`config.mk`:
```
export PLATFORM = sky130hd
export DESIGN_NAME = vpt_tlb
export DESIGN_NICKNAME = d
export VERILOG_FILES = /design/src/rtl/vpt_tlb_pkg.sv /design/src/rtl/vpt_tlb_store.sv /design/src/rtl/vpt_tlb_match.sv /design/src/rtl/vpt_tlb_pick.sv /design/src/rtl/vpt_tlb_resp.sv /design/src/rtl/vpt_tlb.sv
export SDC_FILE = /design/constraint.sdc
export NUM_CORES = 2
export LEC_CHECK = 0
export ABC_CLOCK_PERIOD_IN_PS = 6500
export BUFFER_PORTS_ARGS = -buffer_cell sky130_fd_sc_hd__buf_2
export CORE_ASPECT_RATIO = 0.7
export CORE_MARGIN = 4
export CORE_UTILIZATION = 46
export CTS_CLUSTER_DIAMETER = 50
export DETAILED_ROUTE_END_ITERATION = 12
export GPL_TIMING_DRIVEN = 0
export PLACE_DENSITY = 0.6
export RECOVER_POWER = 50
export REMOVE_ABC_BUFFERS = 1
export SLEW_MARGIN = 20
export SYNTH_ARGS = -nofsm -noshare
export SYNTH_HDL_FRONTEND = slang
export SYNTH_HIERARCHICAL = 1
export SYNTH_SLANG_ARGS = --single-unit
```
`constraint.sdc`:
```
create_clock -name clk -period 6.5 [get_ports clk]
set_input_delay 1.3 -clock clk [delete_from_list [all_inputs] [get_ports clk]]
set_output_delay 1.3 -clock clk [all_outputs]
set_load 0.01 [all_outputs]
```
`src/rtl/vpt_tlb_pkg.sv`:
```
package vpt_tlb_pkg;

    localparam int EA_W    = 32;
    localparam int RA_W    = 36;
    localparam int PID_W   = 8;
    localparam int MIN_OFF = 12;
    localparam int SZ_W    = 4;
    localparam int ATTR_W  = 4;
    localparam int EPN_W   = EA_W - MIN_OFF;
    localparam int RPN_W   = RA_W - MIN_OFF;
    localparam int SZ_MIN  = 1;
    localparam int SZ_MAX  = 11;

    typedef enum logic [1:0] {
        ACC_READ  = 2'd0,
        ACC_WRITE = 2'd1,
        ACC_EXEC  = 2'd2,
        ACC_RSVD  = 2'd3
    } acc_e;

    // r in bit 0, w in bit 1, x in bit 2
    typedef struct packed {
        logic x;
        logic w;
        logic r;
    } rights_t;

    // user triplet in bits 2:0, supervisor triplet in bits 5:3
    typedef struct packed {
        rights_t sup;
        rights_t usr;
    } perm_t;

    typedef struct packed {
        logic              valid;
        logic              as;
        logic [PID_W-1:0]  pid;
        logic [EPN_W-1:0]  epn;
        logic [RPN_W-1:0]  rpn;
        logic [SZ_W-1:0]   size;
        perm_t             perm;
        logic [ATTR_W-1:0] attr;
    } tlb_entry_t;

    function automatic logic size_legal(logic [SZ_W-1:0] sz);
        return (int'(sz) >= SZ_MIN) && (int'(sz) <= SZ_MAX);
    endfunction

    // offset width for a legal code: 10 + 2*code
    function automatic int off_bits(logic [SZ_W-1:0] sz);
        if (size_legal(sz))
            return 10 + 2 * int'(sz);
        return MIN_OFF;
    endfunction

    function automatic logic [EA_W-1:0] off_mask(logic [SZ_W-1:0] sz);
        logic [EA_W-1:0] m;
        int n;
        n = off_bits(sz);
        for (int i = 0; i < EA_W; i++)
            m[i] = (i < n);
        return m;
    endfunction

    // bits of the page number that take part in the compare
    function automatic logic [EPN_W-1:0] epn_mask(logic [SZ_W-1:0] sz);
        logic [EA_W-1:0] m;
        m = off_mask(sz);
        return ~m[EA_W-1:MIN_OFF];
    endfunction

    function automatic logic access_ok(perm_t p, logic sup, acc_e a);
        rights_t r;
        r = sup ? p.sup : p.usr;
        case (a)
            ACC_READ:  return r.r;
            ACC_WRITE: return r.w;
            ACC_EXEC:  return r.x;
            default:   return 1'b0;
        endcase
    endfunction

endpackage

```
`src/rtl/vpt_tlb_store.sv`:
```
module vpt_tlb_store
    import vpt_tlb_pkg::*;
#(
    parameter int NUM_ENTRIES = 16,
    parameter int IDX_W       = 4
) (
    input  logic                         clk,
    input  logic                         rst,
    input  logic                         wr_en,
    input  logic [IDX_W-1:0]             wr_idx,
    input  tlb_entry_t                   wr_data,
    output tlb_entry_t [NUM_ENTRIES-1:0] ent_o
);

    for (genvar g = 0; g < NUM_ENTRIES; g++) begin : g_ent
        tlb_entry_t ent_q;
        always_ff @(posedge clk) begin
            if (rst)
                ent_q <= '0;
            else if (wr_en && (32'(wr_idx) == g))
                ent_q <= wr_data;
        end
        assign ent_o[g] = ent_q;
    end

    assert_write_lands_R2: assert property (@(posedge clk) disable iff (rst)
        (wr_en && (32'(wr_idx) < NUM_ENTRIES)) |=> (ent_o[$past(wr_idx)] == $past(wr_data)));

    assert_reset_clears_R1: assert property (@(posedge clk)
        $past(rst) |-> (ent_o[0].valid == 1'b0));

endmodule

```
`src/rtl/vpt_tlb_match.sv`:
```
module vpt_tlb_match
    import vpt_tlb_pkg::*;
#(
    parameter int NUM_ENTRIES = 16
) (
    input  tlb_entry_t [NUM_ENTRIES-1:0] ent_i,
    input  logic                         lk_as,
    input  logic [PID_W-1:0]             lk_pid,
    input  logic [EPN_W-1:0]             lk_page,
    output logic [NUM_ENTRIES-1:0]       match_o
);

    for (genvar g = 0; g < NUM_ENTRIES; g++) begin : g_cmp
        logic             ctx_ok;
        logic             tag_ok;
        logic [EPN_W-1:0] diff;
        assign ctx_ok  = ent_i[g].valid && size_legal(ent_i[g].size)
                      && (ent_i[g].as == lk_as) && (ent_i[g].pid == lk_pid);
        assign diff    = (ent_i[g].epn ^ lk_page) & epn_mask(ent_i[g].size);
        assign tag_ok  = (diff == '0);
        assign match_o[g] = ctx_ok && tag_ok;
    end

endmodule

```
`src/rtl/vpt_tlb_pick.sv`:
```
module vpt_tlb_pick #(
    parameter int NUM_ENTRIES = 16,
    parameter int IDX_W       = 4
) (
    input  logic [NUM_ENTRIES-1:0] match_i,
    output logic                   hit_o,
    output logic                   multi_o,
    output logic [IDX_W-1:0]       sel_o
);

    always_comb begin
        sel_o = '0;
        for (int i = NUM_ENTRIES - 1; i >= 0; i--) begin
            if (match_i[i])
                sel_o = IDX_W'(i);
        end
    end

    always_comb begin
        logic seen;
        seen    = 1'b0;
        multi_o = 1'b0;
        for (int i = 0; i < NUM_ENTRIES; i++) begin
            if (match_i[i]) begin
                if (seen)
                    multi_o = 1'b1;
                seen = 1'b1;
            end
        end
        hit_o = seen;
    end

endmodule

```
`src/rtl/vpt_tlb_resp.sv`:
```
module vpt_tlb_resp
    import vpt_tlb_pkg::*;
(
    input  logic              clk,
    input  logic              rst,
    input  logic              lk_req,
    input  logic              hit_i,
    input  logic              multi_i,
    input  logic [RPN_W-1:0]  sel_rpn,
    input  logic [SZ_W-1:0]   sel_size,
    input  perm_t             sel_perm,
    input  logic [ATTR_W-1:0] sel_attr,
    input  logic [EA_W-1:0]   lk_ea,
    input  acc_e              lk_acc,
    input  logic              lk_super,
    output logic              rsp_valid,
    output logic              rsp_hit,
    output logic              rsp_multi,
    output logic              rsp_fault,
    output logic [RA_W-1:0]   rsp_ra,
    output logic [ATTR_W-1:0] rsp_attr
);

    localparam int EXT_W = RA_W - EA_W;

    logic [EA_W-1:0] om;
    logic [RA_W-1:0] ra_c;
    logic            ok_c;

    assign om   = off_mask(sel_size);
    assign ra_c = ({sel_rpn, {MIN_OFF{1'b0}}} & ~{{EXT_W{1'b0}}, om})
                | {{EXT_W{1'b0}}, lk_ea & om};
    assign ok_c = access_ok(sel_perm, lk_super, lk_acc);

    always_ff @(posedge clk) begin
        if (rst || !lk_req) begin
            rsp_valid <= 1'b0;
            rsp_hit   <= 1'b0;
            rsp_multi <= 1'b0;
            rsp_fault <= 1'b0;
            rsp_ra    <= '0;
            rsp_attr  <= '0;
        end else begin
            rsp_valid <= 1'b1;
            rsp_hit   <= hit_i;
            rsp_multi <= multi_i;
            rsp_fault <= hit_i && !ok_c;
            rsp_ra    <= hit_i ? ra_c : '0;
            rsp_attr  <= hit_i ? sel_attr : '0;
        end
    end

    assert_fault_needs_hit_R7: assert property (@(posedge clk) disable iff (rst)
        rsp_fault |-> rsp_hit);

    assert_multi_needs_hit_R8: assert property (@(posedge clk) disable iff (rst)
        rsp_multi |-> rsp_hit);

    assert_miss_is_zero_R9: assert property (@(posedge clk) disable iff (rst)
        (rsp_valid && !rsp_hit) |-> (rsp_ra == '0 && rsp_attr == '0));

    assert_idle_quiet_R10: assert property (@(posedge clk) disable iff (rst)
        !lk_req |=> (!rsp_valid && !rsp_hit && !rsp_fault));

    assert_req_answered_R10: assert property (@(posedge clk) disable iff (rst)
        lk_req |=> rsp_valid);

    assert_low_offset_R5: assert property (@(posedge clk) disable iff (rst)
        lk_req |=> (!rsp_hit || rsp_ra[MIN_OFF-1:0] == $past(lk_ea[MIN_OFF-1:0])));

endmodule

```
`src/rtl/vpt_tlb.sv`:
```
module vpt_tlb
    import vpt_tlb_pkg::*;
#(
    parameter int NUM_ENTRIES = 16
) (
    input  logic        clk,
    input  logic        rst,
    input  logic        wr_en,
    input  logic [3:0]  wr_idx,
    input  logic        wr_valid,
    input  logic        wr_as,
    input  logic [7:0]  wr_pid,
    input  logic [19:0] wr_epn,
    input  logic [23:0] wr_rpn,
    input  logic [3:0]  wr_size,
    input  logic [5:0]  wr_perm,
    input  logic [3:0]  wr_attr,
    input  logic        lk_req,
    input  logic        lk_as,
    input  logic [7:0]  lk_pid,
    input  logic [31:0] lk_ea,
    input  logic [1:0]  lk_acc,
    input  logic        lk_super,
    output logic        rsp_valid,
    output logic        rsp_hit,
    output logic        rsp_multi,
    output logic        rsp_fault,
    output logic [35:0] rsp_ra,
    output logic [3:0]  rsp_attr
);

    localparam int IDX_W = 4;

    tlb_entry_t                   wr_data;
    tlb_entry_t [NUM_ENTRIES-1:0] ents;
    logic [NUM_ENTRIES-1:0]       match;
    logic                         hit;
    logic                         multi;
    logic [IDX_W-1:0]             sel;

    always_comb begin
        wr_data       = '0;
        wr_data.valid = wr_valid;
        wr_data.as    = wr_as;
        wr_data.pid   = wr_pid;
        wr_data.epn   = wr_epn;
        wr_data.rpn   = wr_rpn;
        wr_data.size  = wr_size;
        wr_data.perm  = perm_t'(wr_perm);
        wr_data.attr  = wr_attr;
    end

    vpt_tlb_store #(.NUM_ENTRIES(NUM_ENTRIES), .IDX_W(IDX_W)) store_i (
        .clk     (clk),
        .rst     (rst),
        .wr_en   (wr_en),
        .wr_idx  (wr_idx),
        .wr_data (wr_data),
        .ent_o   (ents)
    );

    vpt_tlb_match #(.NUM_ENTRIES(NUM_ENTRIES)) match_i (
        .ent_i   (ents),
        .lk_as   (lk_as),
        .lk_pid  (lk_pid),
        .lk_page (lk_ea[EA_W-1:MIN_OFF]),
        .match_o (match)
    );

    vpt_tlb_pick #(.NUM_ENTRIES(NUM_ENTRIES), .IDX_W(IDX_W)) pick_i (
        .match_i (match),
        .hit_o   (hit),
        .multi_o (multi),
        .sel_o   (sel)
    );

    vpt_tlb_resp resp_i (
        .clk       (clk),
        .rst       (rst),
        .lk_req    (lk_req),
        .hit_i     (hit),
        .multi_i   (multi),
        .sel_rpn   (ents[sel].rpn),
        .sel_size  (ents[sel].size),
        .sel_perm  (ents[sel].perm),
        .sel_attr  (ents[sel].attr),
        .lk_ea     (lk_ea),
        .lk_acc    (acc_e'(lk_acc)),
        .lk_super  (lk_super),
        .rsp_valid (rsp_valid),
        .rsp_hit   (rsp_hit),
        .rsp_multi (rsp_multi),
        .rsp_fault (rsp_fault),
        .rsp_ra    (rsp_ra),
        .rsp_attr  (rsp_attr)
    );

    assert_multi_overlap_R8: assert property (@(posedge clk) disable iff (rst)
        (lk_req && $countones(match) > 1) |=> rsp_multi);

endmodule

```
**Word level (Yosys, flattened, before mapping)**

Cells that the tools add are included.

- Flip-flop bits (word level): 1132
- Bits of input ports: 120
- Output and inout port bits: 44
- Word-level logic and storage cells: 958

- $add $sub $neg: 17
- Magnitude comparators: 387
- Equality and inequality tests: 49
- Multiplexer cells: 118
- Bitwise operators: 53
- Reductions and logical operators: 120

Operators with widths:

| kind | count |
|---|---|
| less-than comparator 6 x 32 -> 1 bit (first input constant) | 272 |
| less-than comparator 5 x 32 -> 1 bit (first input constant) | 72 |
| 2-to-1 mux 32 bit | 34 |
| bitwise AND 20 bit | 16 |
| logical NOT 20 bit | 16 |
| inverter 20 bit | 16 |
| XOR 20 bit | 16 |
| binary-select mux 68 bit (select 4 bit) | 1 |
| equality test 8 bit | 16 |
| less-than comparator 4 x 32 -> 1 bit (first input constant) | 4 |
| adder 4 x 5 -> 6 bit (first input constant) | 17 |
| logical AND 1 bit | 98 |
| greater-or-equal comparator 4 x 1 -> 1 bit (second input constant) | 17 |
| <= comparator 4 bit (second input constant) | 17 |
| less-than comparator 3 x 32 -> 1 bit (first input constant) | 2 |
| 2-to-1 mux 1 bit | 64 |
| 2-to-1 mux 4 bit | 16 |
| 2-to-1 mux 38 bit | 1 |
| bitwise AND 36 bit | 1 |
| inverter 32 -> 36 bit | 1 |
| OR 36 x 32 -> 36 bit | 1 |
| bitwise AND 32 bit | 1 |
| equality test 4 bit (second input constant) | 8 |
| less-than comparator 1 x 32 -> 1 bit (first input constant) | 1 |
| other kinds (16) | 36 |

**Longest topological paths before layout**

- Depth after elaboration: 40
- Mapped depth: 27

**Hierarchy**

The synthesis kept the hierarchy.

Modules (own cells, without submodules):

| module | instances | cells each | area an instance (um^2) | seq. area each (um^2) |
|---|---|---|---|---|
| vpt_tlb_store | 1 | 3740 | 41787.6 | 21780.9 |
| vpt_tlb_match | 1 | 1321 | 9630.5 | 0.0 |
| vpt_tlb | 1 | 320 | 4438.0 | 0.0 |
| vpt_tlb_resp | 1 | 191 | 1916.8 | 880.8 |
| vpt_tlb_pick | 1 | 45 | 280.3 | 0.0 |

**Worst setup path after synthesis**

Ideal clock, no wire load.

- Path kind: input port to flip-flop
- From: input lk_ea[20]
- To: register resp_i.rsp_ra[20]
- Data arrival time: 6.210 ns
- Data required time: 6.371 ns
- Slack: 0.162 ns
- Cell stages on the path: 24
- Cells stage by stage: buf_2 > buf_2 > xnor2_1 > nand2_1 > a2111o_1 > a2111oi_2 > inv_1 > a2111oi_0 > o21ai_0 > o21ai_0 > a31o_2 > buf_6 > buf_2 > mux4_2 > a22oi_1 > nand2_1 > buf_6 > inv_1 > ha_1 > nand2_2 > and3_1 > o2bb2ai_1 > o311ai_0 > nand2_1

- Elaborated cells between the ends (all ways): 112
- Those cells by class: add/sub: 1; order compare: 3; mux: 37; bitwise: 37; reduce/logical: 34

RTL lines:

| item | RTL line | RTL |
|---|---|---|
| from (decl) | vpt_tlb.sv:21 | `input logic [31:0] lk_ea,` |
| XOR 20 bit (*) | vpt_tlb_match.sv:19 | `assign diff = (ent_i[g].epn ^ lk_page) & epn_mask(ent_i[g].size);` |
| bitwise AND 20 bit (*) | vpt_tlb_match.sv:19 |  |
| logical NOT 20 bit (*) | vpt_tlb_match.sv:20 | `assign tag_ok = (diff == '0);` |
| logical AND 1 bit (*) | vpt_tlb_match.sv:21 | `assign match_o[g] = ctx_ok && tag_ok;` |
| net match[5] | vpt_tlb.sv:36 | `logic [NUM_ENTRIES-1:0] match;` |
| 2-to-1 mux 4 bit (*) (6 in a row) | vpt_tlb_pick.sv:14 | `if (match_i[i])` |
| net sel[0] | vpt_tlb.sv:39 | `logic [IDX_W-1:0] sel;` |
| binary-select mux 68 bit (select 4 bit) (*) | vpt_tlb.sv:83, vpt_tlb.sv:84 |  |
| 2-to-1 mux 38 bit (*) | n/a |  |
| greater-or-equal comparator 4 x 1 -> 1 bit or <= comparator 4 bit (tied branches) | vpt_tlb_pkg.sv:46 | `return (int'(sz) >= SZ_MIN) && (int'(sz) <= SZ_MAX);` |
| logical AND 1 bit | vpt_tlb_pkg.sv:46 |  |
| 2-to-1 mux 32 bit or 2-to-1 mux 1 bit (tied branches) | vpt_tlb_pkg.sv:51 | `if (size_legal(sz))` |
| 2-to-1 mux 32 bit | vpt_tlb_pkg.sv:53 | `return MIN_OFF;` |
| less-than comparator 6 x 32 -> 1 bit | vpt_tlb_pkg.sv:61 | `m[i] = (i < n);` |
| inverter 32 -> 36 bit | vpt_tlb_resp.sv:31 | `assign ra_c = ({sel_rpn, {MIN_OFF{1'b0}}} & ~{{EXT_W{1'b0}}, om})` |
| bitwise AND 36 bit | vpt_tlb_resp.sv:31 |  |
| OR 36 x 32 -> 36 bit (*) | vpt_tlb_resp.sv:32 | `\| {{EXT_W{1'b0}}, lk_ea & om};` |
| to (signal assigned) | vpt_tlb_resp.sv:48 | `rsp_ra <= hit_i ? ra_c : '0;` |
| to (decl) | vpt_tlb_resp.sv:20 | `output logic [RA_W-1:0] rsp_ra,` |

Mark *: on every way through the listed nets, which the timed path passes. The rest lies on a longest branch. The select of a mux whose other input is x is not followed.
A chain may end at the register's enable or synchronous reset.

**Worst setup path in the final report**

- From: input lk_ea[14]
- To: register resp_i.rsp_fault

- Word-level cells in the longest chain between the ends: 26
- Elaborated cells between the ends (all ways): 102
- Those cells by class: mux: 36; bitwise: 32; reduce/logical: 34

RTL lines:

| item | RTL line | RTL |
|---|---|---|
| XOR 20 bit | vpt_tlb_match.sv:19 |  |
| bitwise AND 20 bit | vpt_tlb_match.sv:19 |  |
| logical NOT 20 bit | vpt_tlb_match.sv:20 |  |
| logical AND 1 bit | vpt_tlb_match.sv:21 |  |
| net match[15] | vpt_tlb.sv:36 |  |
| 2-to-1 mux 4 bit (16 in a row) | vpt_tlb_pick.sv:14 |  |
| net sel[1] | vpt_tlb.sv:39 |  |
| binary-select mux 68 bit (select 4 bit) | vpt_tlb.sv:85 | `.sel_perm (ents[sel].perm),` |
| 2-to-1 mux 38 bit | n/a |  |
| 2-to-1 mux 3 bit | vpt_tlb_pkg.sv:74 | `r = sup ? p.sup : p.usr;` |
| case mux 1 bit (3 select lines) | vpt_tlb_pkg.sv:75 | `case (a)` |
| logical NOT 1 bit | vpt_tlb_resp.sv:47 | `rsp_fault <= hit_i && !ok_c;` |
| logical AND 1 bit | vpt_tlb_resp.sv:47 |  |
| to (signal assigned) | vpt_tlb_resp.sv:47 |  |
| to (decl) | vpt_tlb_resp.sv:19 | `output logic rsp_fault,` |

The timed path passes the listed nets, and every way through them passes these cells. The select of a mux whose other input is x is not followed.

==> impl_results.md <==
* Status: complete, but fails checks
* Failing checks: capacitance limit, slew limit
* Die Wd at 433 um
* Leading post-synthesis cells by cell area: dfxtp_1, mux2i_1, nand2b_1
* Final hold vios at 0
* Nets at 5,697
* Max-Cap Viols at 5
* Congestion Overflow GR at 0
* Rows at 108
* Seq/Total Area, Yosys at 39.0%
* Reg clk slew, reported paths at 70 ps
* Post-synth EDFFs at 0
* Vias in the first global route at 39,800
* Reg2reg setup slack at 170 ps
* Iter 0 DRT Violations at 3,904
* Relative slew margins at -124%
* Overall routing resource usage at 25.7%
* Crit end category: register
* Clk sink count at 1,132
* Post-DRT Antenna Nets at 0
* Share of cells above drive strength 1 at 12.3%
* Final setup fails at 0
* Vias at 40,500
* Clk_skew at 48.4 ps
* Root Buffer: clkbuf_16
* Pin count of the biggest net entering global routing at 160
* Yosys top cell by area: dfxtp_1
* Wire length per cell at 24.2 um
* First-pass iteration count of the detailed router at 6
* Path depth of the worst reg2reg path at 26
* Critical path peak fanout at 17
* Yosys top cell area share at 39.0%
* Number of I/O pins at 164
* Num CTS Buffers at 121
* VDD IR-drop max at 0.000212 V
* Ys Warns at 6
* Power per Cell Area at 238 mW/mm^2
* Crit path arrival time at 7140 ps
* Syn avg cell area at 10.3 um^2
* Leak at 0.0297 uW
* CP Launch Type: primary input
* CTS Hold Bufs at 0
* Routed Wire Length at 176 mm
* Mapped Cells at 5,617
* CTS tree: yes
* DRC Markers at 0
* HPWL Detailed at 109 mm
* Worst r2r dst: resp_i/rsp_fault
* Fmax at 0.155 GHz
* First-pass GRT wire length at 259 mm
* Synth async-reset ratio at 0%
* Mapped Area at 0.0581 mm^2
* Die area at 0.132 mm^2
* Final Cycle Share at 99.4%
* Worst skew pair latency at 750 ps
* Buffers on Ports at 163
* Area grow syn2layout at 12.4%
* Least-Margin Pin Slew at 3360 ps
* Worst Hold Path EP: store_i/ent_o[22]
* Die Height at 305 um
* Hold depth at 2
* Post-layout util at 52.4%
* Netlist cell types at 99
* Initial Util at 46.6%
* Max clock buf depth at 3
* Top-count cell post-synth: nand2b_1
* Most frequent cells after synthesis: nand2b_1, dfxtp_1, mux2i_1, clkbuf_1, xor2_1
* Dominant synthesized flop cell: dfxtp_1
* Final setup TNS at 0 ps
* H-tree Lvls at 3
* Data required, critical path at 7180 ps
* Setup Crit Path Kind: in -> reg
* Core Area at 0.125 mm^2
* Worst min-delay path startpoint: store_i/ent_o[22]
* Start of the worst register-to-register path: store_i/ent_o[758]
* Vias per cell at 5.58
* Filler cell count at 11,100
* Hold Crit Class: reg -> reg
* Placer congestion estimate at 0.870
* Initial antenna violation count at 6
* Min cycle time layout at 6460 ps
* Slew Limit Fails at 154
* Hold_ws at 471 ps
* Post-synthesis register bit count at 1,132
==> report_power, final <==
| group | switching, uW | total (uW) | internal (uW) |
|---|---|---|---|
| Clock | 3070 | 7350 | 4280 |
| Sequential | 61.6 | 7090 | 7020 |
| Combinational | 675 | 1110 | 433 |
==> placed cells by master (no fill, tap or decap), drive strengths merged, types with 9 or more instances in the layout <==
cell type,instances
nand2b,1185
dfxtp,1132
mux2i,1099
xor2,256
xnor2,234
clkbuf,222
buf,210
mux4,153
nand2,110
nor2,102
ha,92
a22oi,91
inv,89
o21ai,75
a21oi,69
nand3,53
nand4,38
nor4,35
clkinv,30
nor2b,26
and3,25
nor3,24
a31oi,14
a2111oi,14
bufinv,13
o22ai,13
a211oi,13
clkinvlp,9
o31ai,9
==> critical path: stages <==
cell and delay (ps):
buf_4 470, xnor2_1 210, nand3_1 120, o311ai_1 300
nand4b_1 340, a2111oi_4 510, nor2_1 100, o31a_1 250
o31ai_1 250, a211oi_1 140, nor3_2 270, buf_4 180
buf_4 170, buf_4 210, buf_6 170, buf_6 160
buf_6 160, buf_4 210, buf_4 220, mux4_2 320
a22oi_1 210, nand2_1 140, mux4_2 470, nand2_1 80
o311a_1 150
==> logic make-up after synthesis <==
family,synth area share (%)
AOI/OAI and AO/OA,4.84
xor gates and xnor gates,7.44
adders and majority gates,2.09
buffers and inverters,4.75
DFF,39.0
muxes,24.9
and+or+nand+nor,17.0
==> metrics by stage <==
step	power [uW]	cells	setup slack [ps]	area [um^2]
after global placement	8440	6911	-23590	58500
after floorplan	7820	5098	-10780	55600
after CTS	15700	7229	1.39	65100
after global routing	16000	7242	-27.4	65200
final	15500	7246	41.1	65300
after detailed placement	8320	6993	-2470	60500
==> metal layers <==
layer  vias up  global-route usage, %  routed length, um
met5         -                      0                 11
met4         2                   5.48               3690
met3       206                   6.30              12900
met2      1086                   37.7              73800
met1     20200                   38.3              85200
li1      18900                      -                  -
==> area by class of cell <==
type	instances	area [um^2]	area share (%)
antenna	4	10.0	0.0153
inverter	79	297	0.454
clock inverter	62	769	1.18
clock buffer	168	3480	5.33
timing repair buffer	264	2780	4.25
sequential	1132	22700	34.7
tap	1650	2060	3.16
multi-input combinational	3887	33200	50.9
==> worst max path at each step <==
stage               startpoint                end  slack [ps]  depth (start not counted)
floorplan            lk_ea[19]  resp_i/rsp_ra[10]      -10780                         20
global placement     lk_pid[5]  resp_i/rsp_ra[15]      -23590                         19
detailed placement   lk_ea[13]  resp_i/rsp_ra[30]       -2470                         24
CTS                  lk_ea[25]  resp_i/rsp_ra[21]           1                         23
global route             lk_as   resp_i/rsp_ra[9]         -30                         22
finish               lk_ea[14]   resp_i/rsp_fault          40                         25
==> repair_timing <==
| action | CTS | global route |
|---|---|---|
| endpoints found under the setup margin | 41 | 32 |
| pin swaps | 7 | 14 |
| setup buffers | 6 | 11 |
| gates cloned | 0 | 2 |
| resized for setup | 71 | 56 |
==> flip-flops by register name, indices dropped and copies added (netlist names) <==
signal,count
store_i/ent_o,1088
resp_i/rsp_ra,36
resp_i/rsp_attr,4
resp_i/rsp_fault,1
resp_i/rsp_hit,1
resp_i/rsp_multi,1
resp_i/rsp_valid,1
No activity file was read; power rests on OpenSTA's default activity.
